**config.mk**
```make
export PLATFORM = sky130hd
export DESIGN_NAME = pwr_share_arb
export DESIGN_NICKNAME = d
export VERILOG_FILES = /design/src/rtl/pwr_share_arb.sv
export SDC_FILE = /design/constraint.sdc
export NUM_CORES = 1
export LEC_CHECK = 0
export BUFFER_PORTS_ARGS = -buffer_cell sky130_fd_sc_hd__buf_4
export CAP_MARGIN = 10
export CORE_ASPECT_RATIO = 1.4
export CORE_MARGIN = 10
export CORE_UTILIZATION = 55
export CTS_CLUSTER_DIAMETER = 60
export DETAILED_ROUTE_END_ITERATION = 16
export GPL_ROUTABILITY_DRIVEN = 0
export PLACE_DENSITY = 0.79
export SLEW_MARGIN = 20
export SYNTH_ARGS = -nofsm -noshare
export SYNTH_HDL_FRONTEND = slang
export SYNTH_SLANG_ARGS = --single-unit
```
**constraint.sdc**
```tcl
create_clock -name clk -period 8.2 [get_ports clk]
set_input_delay 1.23 -clock clk [delete_from_list [all_inputs] [get_ports clk]]
set_output_delay 1.23 -clock clk [all_outputs]
set_load 0.01 [all_outputs]
```
**src/rtl/pwr_share_arb.sv**
```systemverilog
module pwr_share_arb #(
  parameter int N        = 8,
  parameter int PW       = 8,
  parameter int PORT_MAX = 100,
  parameter int FLOOR    = 15
) (
  input  logic            clk,
  input  logic            rst_n,
  input  logic            evt,
  input  logic [N-1:0]    attach,
  input  logic [N-1:0]    port_en,
  input  logic [PW-1:0]   total_w,
  output logic [N*PW-1:0] alloc,
  output logic [N-1:0]    upd,
  output logic            busy,
  output logic            done
);
  localparam int IW = (N > 1) ? $clog2(N) : 1;
  localparam logic [PW-1:0] MAXW = PW'(PORT_MAX);
  localparam logic [PW-1:0] FLW  = PW'(FLOOR);
  localparam logic [IW-1:0] LAST = IW'(N - 1);

  logic [N-1:0]  eff_q, upd_q;
  logic [PW-1:0] tot_q, rem_q;
  logic [IW-1:0] idx_q;
  logic          lone_q, busy_q, done_q, pend_q;
  logic [PW-1:0] alloc_q [N];

  logic [N-1:0]  eff_in;
  logic          last, start;
  logic [PW-1:0] cap, grant, rem_nx;

  assign eff_in = attach & port_en;
  assign last   = busy_q && (idx_q == LAST);
  assign start  = busy_q ? (last && (pend_q || evt)) : evt;
  assign cap    = (rem_q < MAXW) ? rem_q : MAXW;

  always_comb begin
    if (!eff_q[idx_q])      grant = '0;
    else if (lone_q)        grant = tot_q;
    else if (rem_q >= FLW)  grant = cap;
    else if (rem_q != '0)   grant = FLW;
    else                    grant = '0;
  end

  assign rem_nx = (eff_q[idx_q] && !lone_q) ? ((grant >= rem_q) ? '0 : rem_q - grant) : rem_q;

  always_ff @(posedge clk or negedge rst_n) begin
    if (!rst_n) begin
      eff_q  <= '0;
      upd_q  <= '0;
      tot_q  <= '0;
      rem_q  <= '0;
      idx_q  <= '0;
      lone_q <= 1'b0;
      busy_q <= 1'b0;
      done_q <= 1'b0;
      pend_q <= 1'b0;
      for (int i = 0; i < N; i++) alloc_q[i] <= '0;
    end else begin
      done_q <= last;
      if (busy_q) begin
        alloc_q[idx_q] <= grant;
        upd_q[idx_q]   <= (grant != alloc_q[idx_q]);
        rem_q          <= rem_nx;
        idx_q          <= idx_q + 1'b1;
        if (evt && !last) pend_q <= 1'b1;
        if (last) busy_q <= 1'b0;
      end
      if (start) begin
        eff_q  <= eff_in;
        tot_q  <= total_w;
        rem_q  <= total_w;
        lone_q <= ($countones(eff_in) == 1);
        idx_q  <= '0;
        busy_q <= 1'b1;
        pend_q <= 1'b0;
        upd_q  <= '0;
      end
    end
  end

  for (genvar g = 0; g < N; g++) begin : g_out
    assign alloc[g*PW +: PW] = alloc_q[g];
  end

  assign upd  = upd_q;
  assign busy = busy_q;
  assign done = done_q;
endmodule

```
==> out/summary.md, run 1 <==
The run finished with clean final reports. The final critical-path required period was 4.743 ns; the number of buffers inserted by port buffering was 100. The synthesized netlist devotes 4.955% of its cell area to adder and majority cells.

Synthesis inferred 103 register bits. Of all nets on the critical path, the largest fanout is 28. The number of fill cells in the layout is 806. After synthesis, the share of cell area in mux cells is 5.856%.

The repair_antennas step left the layout with diodes totalling 0. In this run the worst hold path is classified as reg -> reg. The leakage power came out at 3.047 nW.

Setup violations remaining at the end of the flow were counted as 0. The number of global-route vias before repair came out at 4929. The register clock-pin slew on the reported worst setup and hold paths is 0.07 ns. Wires add up to 15560 um.

For this run, the detailed router's first-pass iteration total came to 5. The ratio of cells with drive above 1 in the final layout works out to 21.22%. The critical path in this run is classified as reg -> reg. Summed over all instances, the cell type with the most area after synthesis is sky130_fd_sc_hd__dfrtp_1. Count of flip-flops with a built-in enable after synthesis: 0. For the number of violations of the max-capacitance limit, the log shows 0. For this design, the CTS-stage hold fixing added 0 buffers. After detailed routing, the average wire length per cell comes to 19.24 um. The largest single stage delay on the critical path is 0.88 ns. For the pin with the worst max-slew slack, the measured transition is 1.031 ns. The data required time of the worst path was 8.44 ns; the overall die height was 138.9 um. By area the synthesized netlist is led by sky130_fd_sc_hd__dfrtp_1 46%, sky130_fd_sc_hd__nand2_1 8.7%, sky130_fd_sc_hd__o21ai_0 8.2%. The root buffer cell chosen for the clock tree is sky130_fd_sc_hd__clkbuf_16. Walking the worst path, the cells encountered are clkinv_1 -> mux2_4 -> o21a_1 -> nand2_1 -> inv_1 -> ha_1 -> inv_1 -> fa_1 -> a21o_1 -> a21oi_1 -> o21ai_0 -> a31oi_1 -> or3_1 -> o21ai_0 -> mux2_2. For the final max-slew violation count, the log shows 0.

The number of different library cells used by synthesis comes to 65. The number of nets in the synthesized netlist is 633. The worst-case IR drop observed on VDD is 188.7 uV.

The source-to-sink clock delay at the later pin of the worst-skew pair is 0.35 ns, and the half-perimeter wire length after placement is 11620 um. The detailed router finished its first iteration with 499 violations. The starting density of the core is 56.12%, and the number of clock sinks is 103. 101 I/O pins were placed. By area, the combinational part of the netlist is dominated by compound AO/OA/AOI/OAI gates. The final critical path takes up 57.85% of the cycle.

Among all flip-flop cells after synthesis, the most frequent one is sky130_fd_sc_hd__dfrtp_1. Entering global routing, the biggest net connects 66 pins. The DRC violation count after routing was 0; the row count was 43. The initial antenna violation count was 0; the share of synthesized flip-flops with an asynchronous set or reset was 100.0%.

The area share of the largest cell type after synthesis was 46.40%. In the global route stage, met1 resource usage came out at 25.25%. Buffers inserted during clock tree synthesis total 9. The setup skew after layout is 0.009112 ns, and the met3 routing resource usage after global routing is 3.953%. Setup repair after global routing left no endpoint under its margin. The number of nets still failing antenna checks after routing is 0. At the end of the flow, the number of nets in the layout was 715.

The routed layout has 4833 vias. Summing the sequential cell areas from Yosys gives 46.40% of the chip area. The maximum number of buffers from clock root to sink was 2. The pre-CTS setup slack is 3.601 ns, and the share of the synthesized area in compound gates (AO/OA/AOI/OAI) is 20.29%. A synthesized cell averages 9.464 um2.

STA classifies the critical path endpoint as a flip-flop. TritonCTS built the clock tree. The first global-routing pass estimated 25520 um of wire. The simple-gate portion of the synthesized area works out to 16.85%. After layout, the design draws a total of 0.003010 W. STA classifies the critical path startpoint as a flip-flop. The headroom to the max-slew limit is 31.25%. In this run the power density over the cells is 452.1 mW/mm2. met2 is the most crowded layer. For this run, the top clock speed supported by timing is 210.8 MHz. For this run, global-route usage on met2 was measured as 36.29%. In this run the horizontal extent of the chip is 104.9 um. Summed over all failing endpoints, the final setup total negative slack is 0 ns. The H-tree was split into 3 levels.

The via density per instance came out at 5.974. The total congestion overflow after global routing is 0, and the share of the synthesized netlist area taken by xor and xnor gates is 1.577%. The post-CTS resize count was 0; the Yosys warning count was 0.

The final-report hold violation count came out at 0. In the synthesized netlist, the number of instances is 587. The buffer count from post-CTS setup fixing was 0; the layout overhead on the synthesized area was 19.84%.

The logs give 0.005555 mm2 for the combined area of all synthesized cells and 21.20% for the global routing usage summed across all routing layers. The die covers 0.01458 mm2. The area of the core is 0.009899 mm2. The largest individual stage delay along the critical path comes from the cell sky130_fd_sc_hd__dfrtp_1.

Once routing completed, OpenROAD measured the worst setup slack at 3.457 ns. STA puts the critical path data arrival time at 4.98 ns.
-- cells by family after synthesis --
kind of cell / after synthesis
AOI/OAI and AO/OA: 174
xor gates and xnor gates: 10
adders and majority gates: 19
buffers and inverters: 51
DFF: 103
muxes: 23
and+or+nand+nor: 207
-- layout make-up --
type / count / area (um2) / share of cell area, %
clock buffer: 9 / 225.2 / 3.383
timing repair buffer: 104 / 780.7 / 11.73
clock inverter: 7 / 86.33 / 1.297
tap: 135 / 168.9 / 2.537
multi-input combinational: 433 / 2751 / 41.33
inverter: 18 / 67.56 / 1.015
sequential: 103 / 2577 / 38.71
-- state kept, by name, indices dropped and copies added, names as in the netlist --
name,count
alloc,64
pend_q,1
idx_q,3
busy,1
lone_q,1
rem_q,8
eff_q,8
tot_q,8
upd,8
done,1
-- power by group --
group	total (W)	internal [W]	switching, W
registers	0.000905	0.000698	0.000207
clock network	0.000453	0.000244	0.000209
logic	0.00165	0.000689	0.000962
-- stage by stage --
| step | std cells | hold WS (ns) | cell area [um2] | utilization (%) |
|---|---|---|---|---|
| finish | 809 | 0.4753 | 6658 | 67.25 |
| global route | 809 | 0.5131 | 6658 | 67.25 |
| CTS | 809 | 0.4725 | 6658 | 67.25 |
| detailed placement | 793 | 0.4546 | 6346 | 64.11 |
| global placement | 793 | 0.4524 | 6346 | 64.11 |
| floorplan | 587 | 0.4369 | 5555 | - |
-- cells in the mapped netlist, drive strengths merged (3+ instances only) --
| master | n |
|---|---|
| xnor2 | 7 |
| clkbuf | 19 |
| ha | 14 |
| nor2b | 7 |
| nor3 | 9 |
| a21boi | 3 |
| inv | 17 |
| nor2 | 15 |
| mux2 | 7 |
| a21oi | 31 |
| a31oi | 3 |
| mux2i | 10 |
| a221oi | 8 |
| fa | 5 |
| dfrtp | 103 |
| o31ai | 5 |
| nand3 | 10 |
| xor2 | 3 |
| o221ai | 6 |
| nor4 | 3 |
| a2111oi | 3 |
| mux4 | 6 |
| nor3b | 6 |
| buf | 14 |
| nand4 | 6 |
| a221o | 4 |
| nand2b | 8 |
| o21ai | 91 |
| and2 | 4 |
| nand2 | 130 |
| o311ai | 4 |
-- layer usage --
| metal | share of wire, % | up-vias |
|---|---|---|
| met3 | 6.4 | 33 |
| met1 | 38 | 2325 |
| met4 | 3.2 | 0 |
| met2 | 52 | 218 |
| met5 | 0 | - |
| li1 | - | 2257 |
-- cell usage in the layout (no fill, tap or decap), drive strengths merged, types with 9 or more instances in the layout --
| cell | n |
|---|---|
| o21ai | 91 |
| nand3 | 10 |
| nand2 | 130 |
| inv | 21 |
| dfrtp | 103 |
| nor2 | 15 |
| buf | 104 |
| mux2i | 10 |
| clkbuf | 9 |
| ha | 14 |
| a21oi | 31 |
| nor3 | 9 |
-- final timing paths --
| check | start | endpoint | slack, ns | depth (start not counted) |
|---|---|---|---|---|
| worst max-delay path | idx_q[0] | rem_q[2] | 3.46 | 15 |
| worst min-delay path | tot_q[5] | tot_q[5] | 0.48 | 2 |
| worst max register to register | idx_q[0] | rem_q[2] | 3.46 | 15 |
| worst min register to register | tot_q[5] | tot_q[5] | 0.48 | 2 |
| max in group asynchronous | rst_n | alloc[1] | 6.18 | 2 |
| min in group asynchronous | rst_n | upd[7] | 0.84 | 1 |
-- worst max-delay path, delay by kind of cell, from the launching register on --
| kind | cells | cell delay, ns |
|---|---|---|
| adder cells (fa/ha/maj) | 2 | 0.60 |
| multiplexers | 2 | 0.66 |
| AO/OA/AOI/OAI | 6 | 1.18 |
| flip-flops | 1 | 0.88 |
| buffers and inverters | 3 | 0.71 |
| AND/OR/NAND/NOR | 2 | 0.57 |
(Power assumes the default switching activity.)
==> run 2, diff against run 1 <==
==> constraint.sdc (replaced) <==
create_clock -name clk -period 4.5 [get_ports clk]
set_input_delay 0.675 -clock clk [delete_from_list [all_inputs] [get_ports clk]]
set_output_delay 0.675 -clock clk [all_outputs]
set_load 0.01 [all_outputs]
==> out/summary.md, run 2 (same netlist as run 1, synthesis figures left out) <==
The startpoint type of the worst setup path was a flip-flop (unchanged). The wire length per cell after detailed routing is 19.07 um (was 19.24 um), and the global routing usage summed across all routing layers is 21.13% (was 21.20%). The top layer used by detailed routing was met4 (unchanged). Layout overhead on the synthesized area: 19.75% (was 19.84%). The run gives 0 (unchanged) as the total setup violations reported at the end of the flow.

Most frequent cells in the layout: 129 x sky130_fd_sc_hd__nand2_1, 106 x sky130_fd_sc_hd__buf_4, 103 x sky130_fd_sc_hd__dfrtp_1 (was 129 x sky130_fd_sc_hd__nand2_1, 104 x sky130_fd_sc_hd__buf_4, 103 x sky130_fd_sc_hd__dfrtp_1). Number of buffers added to fix hold violations after cts: 0 (unchanged). The flow ran to the end, and the final reports show no timing, DRC or antenna violations. The logs give 0 (unchanged) for the initial antenna violation count and 0.006653 mm2 (was 0.006658 mm2) for the final non-filler cell area. For the routed wire length, the log shows 15460 um (was 15560 um). The area of the die is 0.01458 mm2 (unchanged), and the maximum number of buffers from clock root to sink is 2 (unchanged).

The buffer count from post-CTS setup fixing is 0 (unchanged), and the initial DRC count is 364 (was 499). The achievable frequency was 249.3 MHz (was 210.8 MHz); the ratio of cells with drive above 1 in the final layout was 21.15% (was 21.22%). For the worst setup slack after layout, the log shows 0.4880 ns (was 3.457 ns).

The number of buffers inserted by port buffering works out to 100 (unchanged). The most common cell after layout, fill and taps aside was sky130_fd_sc_hd__nand2_1 (unchanged). Setup repair after global routing left no endpoint under its margin.

Number of violations of the max-capacitance limit: 0 (unchanged). Final max-slew violation count: 0 (unchanged). Detailed-route wire length on metal 1: 6022 um (was 5940 um).

The run gives 811 (was 809) as the post-layout instance count excluding filler cells. The CTS H-tree depth is 3 (unchanged). The tools report the CTS root buffer as sky130_fd_sc_hd__clkbuf_16 (unchanged). The headroom to the max-slew limit came out at 37.82% (was 31.25%).

The number of nets in the final layout was 717 (was 715); the flip-flop count of the largest register, all copies and words added was 64 (unchanged). The tools report the power consumption as 0.005431 W (was 0.003010 W). The logs give 0.49 ns (was 3.46 ns) for the setup slack of the worst register-to-register path and 5 (unchanged) for the number of iterations in the first detailed-routing pass. The tools report the number of global-route vias before repair as 4871 (was 4929). The transition time at the pin with the least slew margin is 0.9327 ns (was 1.031 ns).

The endpoint of the most critical register-to-register path is rem_q[5] (was rem_q[2]). The start point of the critical path was idx_q[1] (was idx_q[0]). The pin count of the biggest net entering global routing is 76 (was 66), and the half-perimeter wire length after placement is 11480 um (was 11620 um).

The final critical-path required period is 4.012 ns (was 4.743 ns), and the leakage power is 3.042 nW (was 3.047 nW). The final-report hold violation count came out at 0 (unchanged). The area after detailed placement came out at 0.006361 mm2 (was 0.006346 mm2).

The routed length on met2 came out at 7948 um (was 8119 um). The setup skew after layout is 0.006738 ns (was 0.009112 ns), and the number of ports placed on the die boundary is 101 (unchanged). The logs give 972 um (was 999 um) for the total met3 wirelength after detailed routing and 803 (was 806) for the number of fill cells in the layout. The tools report the capturing element type of the critical path as a flip-flop (unchanged). The area of the core was 0.009899 mm2 (unchanged). The reg-to-reg critical path startpoint is idx_q[1] (was idx_q[0]). The total via count in the routed design was 4859 (was 4833).

For the source-to-sink clock delay at the later pin of the worst-skew pair, the log shows 0.35 ns (about the same). The arrival time of data at the critical path endpoint was 4.30 ns (was 4.98 ns); the power density normalized to cell area was 816.4 mW/mm2 (was 452.1 mW/mm2). Kind of path behind the tightest hold check: in -> async (was reg -> reg). DRC violation count after routing: 0 (unchanged). The first-pass GRT wire length was 25420 um (was 25520 um). The number of clock sinks is 103 (unchanged), and the largest fanout on the critical path is 9 (was 28).

The data required time of the worst path was 4.79 ns (was 8.44 ns); the depth of the worst register-to-register path was 15 (unchanged). The row count is 43 (unchanged), and the clock buffer count from CTS is 9 (unchanged). The register clock-pin slew on the reported worst setup and hold paths came out at 0.07 ns (about the same). The via density per instance works out to 5.991 (was 5.974). The final cycle utilization of the critical path was 89.16% (was 57.85%). The overall die height came out at 138.9 um (unchanged). The logs give 0 (unchanged) for the count of inserted antenna diode cells and 0 ns (unchanged) for the accumulated negative setup slack. The critical path class is reg -> reg (unchanged). The maximum vdd drop is 390.8 uV (was 188.7 uV), and the post-CTS resize count is 0 (unchanged).

The starting density of the core is 56.12% (unchanged). TritonCTS built the clock tree. The run gives 0 (unchanged) as the total congestion overflow after global routing. The pre-CTS setup slack was 0.5922 ns (was 3.601 ns); the number of nets still failing antenna checks after routing was 0 (unchanged). Die span in x: 104.9 um (unchanged).

The tools report the end point of the critical path as rem_q[5] (was rem_q[2]). The number of placed cells counting well taps was 795 (was 793).
==> run 2: cell count changes in the layout (fill, tap and decap cells not counted), sizes merged <==
cell      delta
inv          -4
buf          +2
clkbuf       +2
clkinv       +1
clkinvlp     +1
==> run 2: worst min path at each step <==
stage | from | endpoint | slack, ns
detailed placement | tot_q[5] | tot_q[5] | 0.45
finish | rst_n | upd[1] | 0.46
global placement | eff_q[4] | eff_q[4] | 0.46
CTS | tot_q[5] | tot_q[5] | 0.47
global route | tot_q[5] | tot_q[5] | 0.50
floorplan | rst_n | alloc[0] | 0.38
==> run 2: area by class of cell <==
cell class	instances	area (um2)	share of cell area [%]
multi-input combinational	433	2751	41.36
inverter	18	67.56	1.016
sequential	103	2577	38.74
timing repair buffer	106	795.8	11.96
clock inverter	5	58.81	0.8840
clock buffer	11	232.7	3.498
tap	135	168.9	2.539
==> run 2: per-layer routing <==
metal | vias up | global-route usage, %
met3 | 43 | 4.093
met4 | 0 | 9.783
li1 | 2261 | -
met5 | - | 0
met1 | 2364 | 24.83
met2 | 191 | 36.15
==> run 2: where the power goes <==
group	internal, W	switching, W
Combinational	0.00127	0.00177
Clock	0.000432	0.000340
Sequential	0.00127	0.000341
Total	0.00298	0.00246
==> run 2: metrics by stage <==
stage	hold slack, ns	util, %
global placement	0.4572	64.26
CTS	0.4708	67.20
global route	0.4982	67.20
finish	0.4574	67.20
floorplan	0.3794	-
detailed placement	0.4542	64.26
==> run 2: worst max-delay path, cell delays in order, from the launching register on <==
cell	delay, ns
sky130_fd_sc_hd__dfrtp_1	0.40
sky130_fd_sc_hd__mux4_1	0.59
sky130_fd_sc_hd__mux2_4	0.34
sky130_fd_sc_hd__o21a_1	0.22
sky130_fd_sc_hd__nand2_1	0.30
sky130_fd_sc_hd__inv_1	0.09
sky130_fd_sc_hd__ha_1	0.21
sky130_fd_sc_hd__inv_1	0.08
sky130_fd_sc_hd__fa_1	0.21
sky130_fd_sc_hd__a21o_1	0.13
sky130_fd_sc_hd__a21oi_1	0.10
sky130_fd_sc_hd__o21ai_0	0.24
sky130_fd_sc_hd__a31oi_1	0.11
sky130_fd_sc_hd__or3_1	0.45
sky130_fd_sc_hd__o31ai_1	0.32
sky130_fd_sc_hd__mux2_2	0.20
==> run 3, diff against run 2 <==
--- a/config.mk
+++ b/config.mk
@@ -8,7 +8,7 @@
 export BUFFER_PORTS_ARGS = -buffer_cell sky130_fd_sc_hd__buf_4
 export CAP_MARGIN = 10
 export CORE_ASPECT_RATIO = 1.4
-export CORE_MARGIN = 10
+export CORE_MARGIN = 2
 export CORE_UTILIZATION = 55
 export CTS_CLUSTER_DIAMETER = 60
 export DETAILED_ROUTE_END_ITERATION = 16
==> out/summary.md, run 3 (same netlist as run 1, synthesis figures left out) <==
The CTS H-tree depth was 3 (unchanged); the half-perimeter wire length after placement was 10570 um (was 11480 um). The number of nets still failing antenna checks after routing is 0 (unchanged), and the number of buffers inserted by port buffering is 100 (unchanged). The tools report the end point of the critical path as rem_q[5] (unchanged). The kind of path behind the tightest hold check was in -> async (unchanged).

The layout overhead on the synthesized area is 19.73% (was 19.75%), and the final-report hold violation count is 0 (unchanged). The number of violations of the max-capacitance limit came out at 0 (unchanged). The depth of the worst register-to-register path is 15 (unchanged), and the initial antenna violation count is 0 (unchanged). The final critical-path required period is 3.988 ns (was 4.012 ns). The tools report the start point of the critical path as idx_q[1] (unchanged).

The DRC violation count after routing was 0 (unchanged). Most frequent cells in the layout: 129 x sky130_fd_sc_hd__nand2_1, 106 x sky130_fd_sc_hd__buf_4, 103 x sky130_fd_sc_hd__dfrtp_1 (unchanged). The leakage power is 3.040 nW (was 3.042 nW), and the row count is 43 (unchanged). The largest fanout on the critical path was 9 (unchanged); the total via count in the routed design was 4819 (was 4859). The routed wire length was 14500 um (was 15460 um); the die span in x was 88.94 um (was 104.9 um).

The via density per instance was 5.935 (was 5.991). The setup skew after layout was 0.007904 ns (was 0.006738 ns). The post-layout instance count excluding filler cells is 812 (was 811). The reg-to-reg critical path startpoint was idx_q[1] (unchanged).

The power density normalized to cell area works out to 804.4 mW/mm2 (was 816.4 mW/mm2). The run gives 0.005350 W (was 0.005431 W) as the power consumption. The pin count of the biggest net entering global routing was 79 (was 76); the accumulated negative setup slack was 0 ns (unchanged).

The area after detailed placement is 0.006361 mm2 (unchanged), and the register clock-pin slew on the reported worst setup and hold paths is 0.07 ns (about the same). The number of iterations in the first detailed-routing pass is 5 (unchanged). The tools report the capturing element type of the critical path as a flip-flop (unchanged). The achievable frequency was 250.7 MHz (was 249.3 MHz). The endpoint of the most critical register-to-register path was rem_q[5] (unchanged). Number of fill cells in the layout: 839 (was 803). The initial DRC count was 325 (was 364). The overall die height was 122.9 um (was 138.9 um); the final non-filler cell area was 0.006651 mm2 (was 0.006653 mm2). The run gives 23110 um (was 25420 um) as the first-pass GRT wire length. The CTS root buffer is sky130_fd_sc_hd__clkbuf_16 (unchanged). The total congestion overflow after global routing was 0 (unchanged); the maximum vdd drop was 378.8 uV (was 390.8 uV).

Area of the core: 0.009899 mm2 (unchanged). The area of the die is 0.01093 mm2 (was 0.01458 mm2). The number of global-route vias before repair was 4573 (was 4871); the ratio of cells with drive above 1 in the final layout was 21.57% (was 21.15%).

The run gives 4.79 ns (about the same) as the data required time of the worst path. The flip-flop count of the largest register, all copies and words added was 64 (unchanged); the number of placed cells counting well taps was 795 (unchanged). The tools report the starting density of the core as 56.12% (unchanged).

The logs give 0 (unchanged) for the number of buffers added to fix hold violations after cts and 2 (unchanged) for the maximum number of buffers from clock root to sink. The logs give 0 (unchanged) for the buffer count from post-CTS setup fixing and 103 (unchanged) for the number of clock sinks. The final cycle utilization of the critical path is 88.63% (was 89.16%).

The smallest hold slack came out at 0.2722 ns (was 0.4574 ns). For the source-to-sink clock delay at the later pin of the worst-skew pair, the log shows 0.35 ns (about the same). The run gives 42.69% (was 37.82%) as the headroom to the max-slew limit.

The arrival time of data at the critical path endpoint was 4.28 ns (was 4.30 ns). The final max-slew violation count was 0 (unchanged). Startpoint type of the worst setup path: a flip-flop (unchanged). The wire length per cell after detailed routing came out at 17.86 um (was 19.07 um). TritonCTS built the clock tree. For the number of ports placed on the die boundary, the log shows 101 (unchanged). Setup slack of the worst register-to-register path: 0.51 ns (was 0.49 ns). The critical path class was reg -> reg (unchanged). For the post-CTS resize count, the log shows 0 (unchanged). Setup repair after global routing left no endpoint under its margin. The total setup violations reported at the end of the flow came out at 0 (unchanged).

Transition time at the pin with the least slew margin: 0.8576 ns (was 0.9327 ns). The run finished with clean final reports. The global routing usage summed across all routing layers came out at 27.46% (was 21.13%).

The logs give 0 (unchanged) for the count of inserted antenna diode cells and 718 (was 717) for the number of nets in the final layout. The most common cell after layout, fill and taps aside is sky130_fd_sc_hd__nand2_1 (unchanged). The tools report the clock buffer count from CTS as 9 (unchanged).
-- run 3: cell types whose count changed in the layout (fill, tap and decap cells not counted) --
| cell | change |
|---|---|
| sky130_fd_sc_hd__clkbuf_1 | -1 |
| sky130_fd_sc_hd__clkinv_2 | +2 |
| sky130_fd_sc_hd__a21oi_1 | -1 |
| sky130_fd_sc_hd__a21oi_2 | +1 |
| sky130_fd_sc_hd__buf_12 | +1 |
| sky130_fd_sc_hd__clkinvlp_4 | +1 |
| sky130_fd_sc_hd__clkinv_4 | -1 |
| sky130_fd_sc_hd__bufinv_16 | -1 |
-- run 3: worst min path at each step --
stage / from / end / slack, ns
floorplan: rst_n / alloc[0] / 0.38
global placement: tot_q[5] / tot_q[5] / 0.46
detailed placement: tot_q[5] / tot_q[5] / 0.46
CTS: tot_q[5] / tot_q[5] / 0.47
global route: rst_n / upd[6] / 0.31
finish: rst_n / upd[1] / 0.27
-- run 3: stage by stage --
step	util, %	setup slack, ns
finish	67.19	0.5116
global route	67.19	0.1996
CTS	66.95	0.5240
detailed placement	64.26	0.5499
global placement	64.26	0.7405
floorplan	-	0.9925
-- run 3: power by group --
group	total (W)	internal (W)	switching, W	leakage, nW
logic	0.00302	0.00126	0.00176	1.57
registers	0.00161	0.00127	0.000332	1.35
clock network	0.000725	0.000373	0.000353	0.124
-- run 3: layer usage --
metal  up-vias  wire, um  part of all wire (%)  track usage [%]
li1       2254         -                     -                -
met4         0       422                   2.9            12.97
met3        32       707                   4.9            2.470
met2       187      7460                    51            45.06
met5         -         0                     0                0
met1      2346      5914                    41            36.67
-- run 3: final cells by class --
class	instances	area, um2	share of cell area (%)
inverters	18	67.56	1.016
flip-flops and latches	103	2577	38.75
well taps	135	168.9	2.540
clock inverters	6	37.54	0.5643
repair buffers	107	815.8	12.26
multi-input cells	433	2755	41.42
clock buffers	10	229.0	3.442
-- run 3: worst max-delay path, stage by stage (launching register included) --
cell and delay, ns:
sky130_fd_sc_hd__dfrtp_1 0.41, sky130_fd_sc_hd__mux4_1 0.59, sky130_fd_sc_hd__mux2_4 0.35, sky130_fd_sc_hd__o21a_1 0.22, sky130_fd_sc_hd__nand2_1 0.29, sky130_fd_sc_hd__inv_1 0.08, sky130_fd_sc_hd__ha_1 0.20, sky130_fd_sc_hd__inv_1 0.07
sky130_fd_sc_hd__fa_1 0.20, sky130_fd_sc_hd__a21o_1 0.12, sky130_fd_sc_hd__a21oi_1 0.08, sky130_fd_sc_hd__o21ai_0 0.26, sky130_fd_sc_hd__a31oi_1 0.11, sky130_fd_sc_hd__or3_1 0.45, sky130_fd_sc_hd__o31ai_1 0.30, sky130_fd_sc_hd__mux2_2 0.19
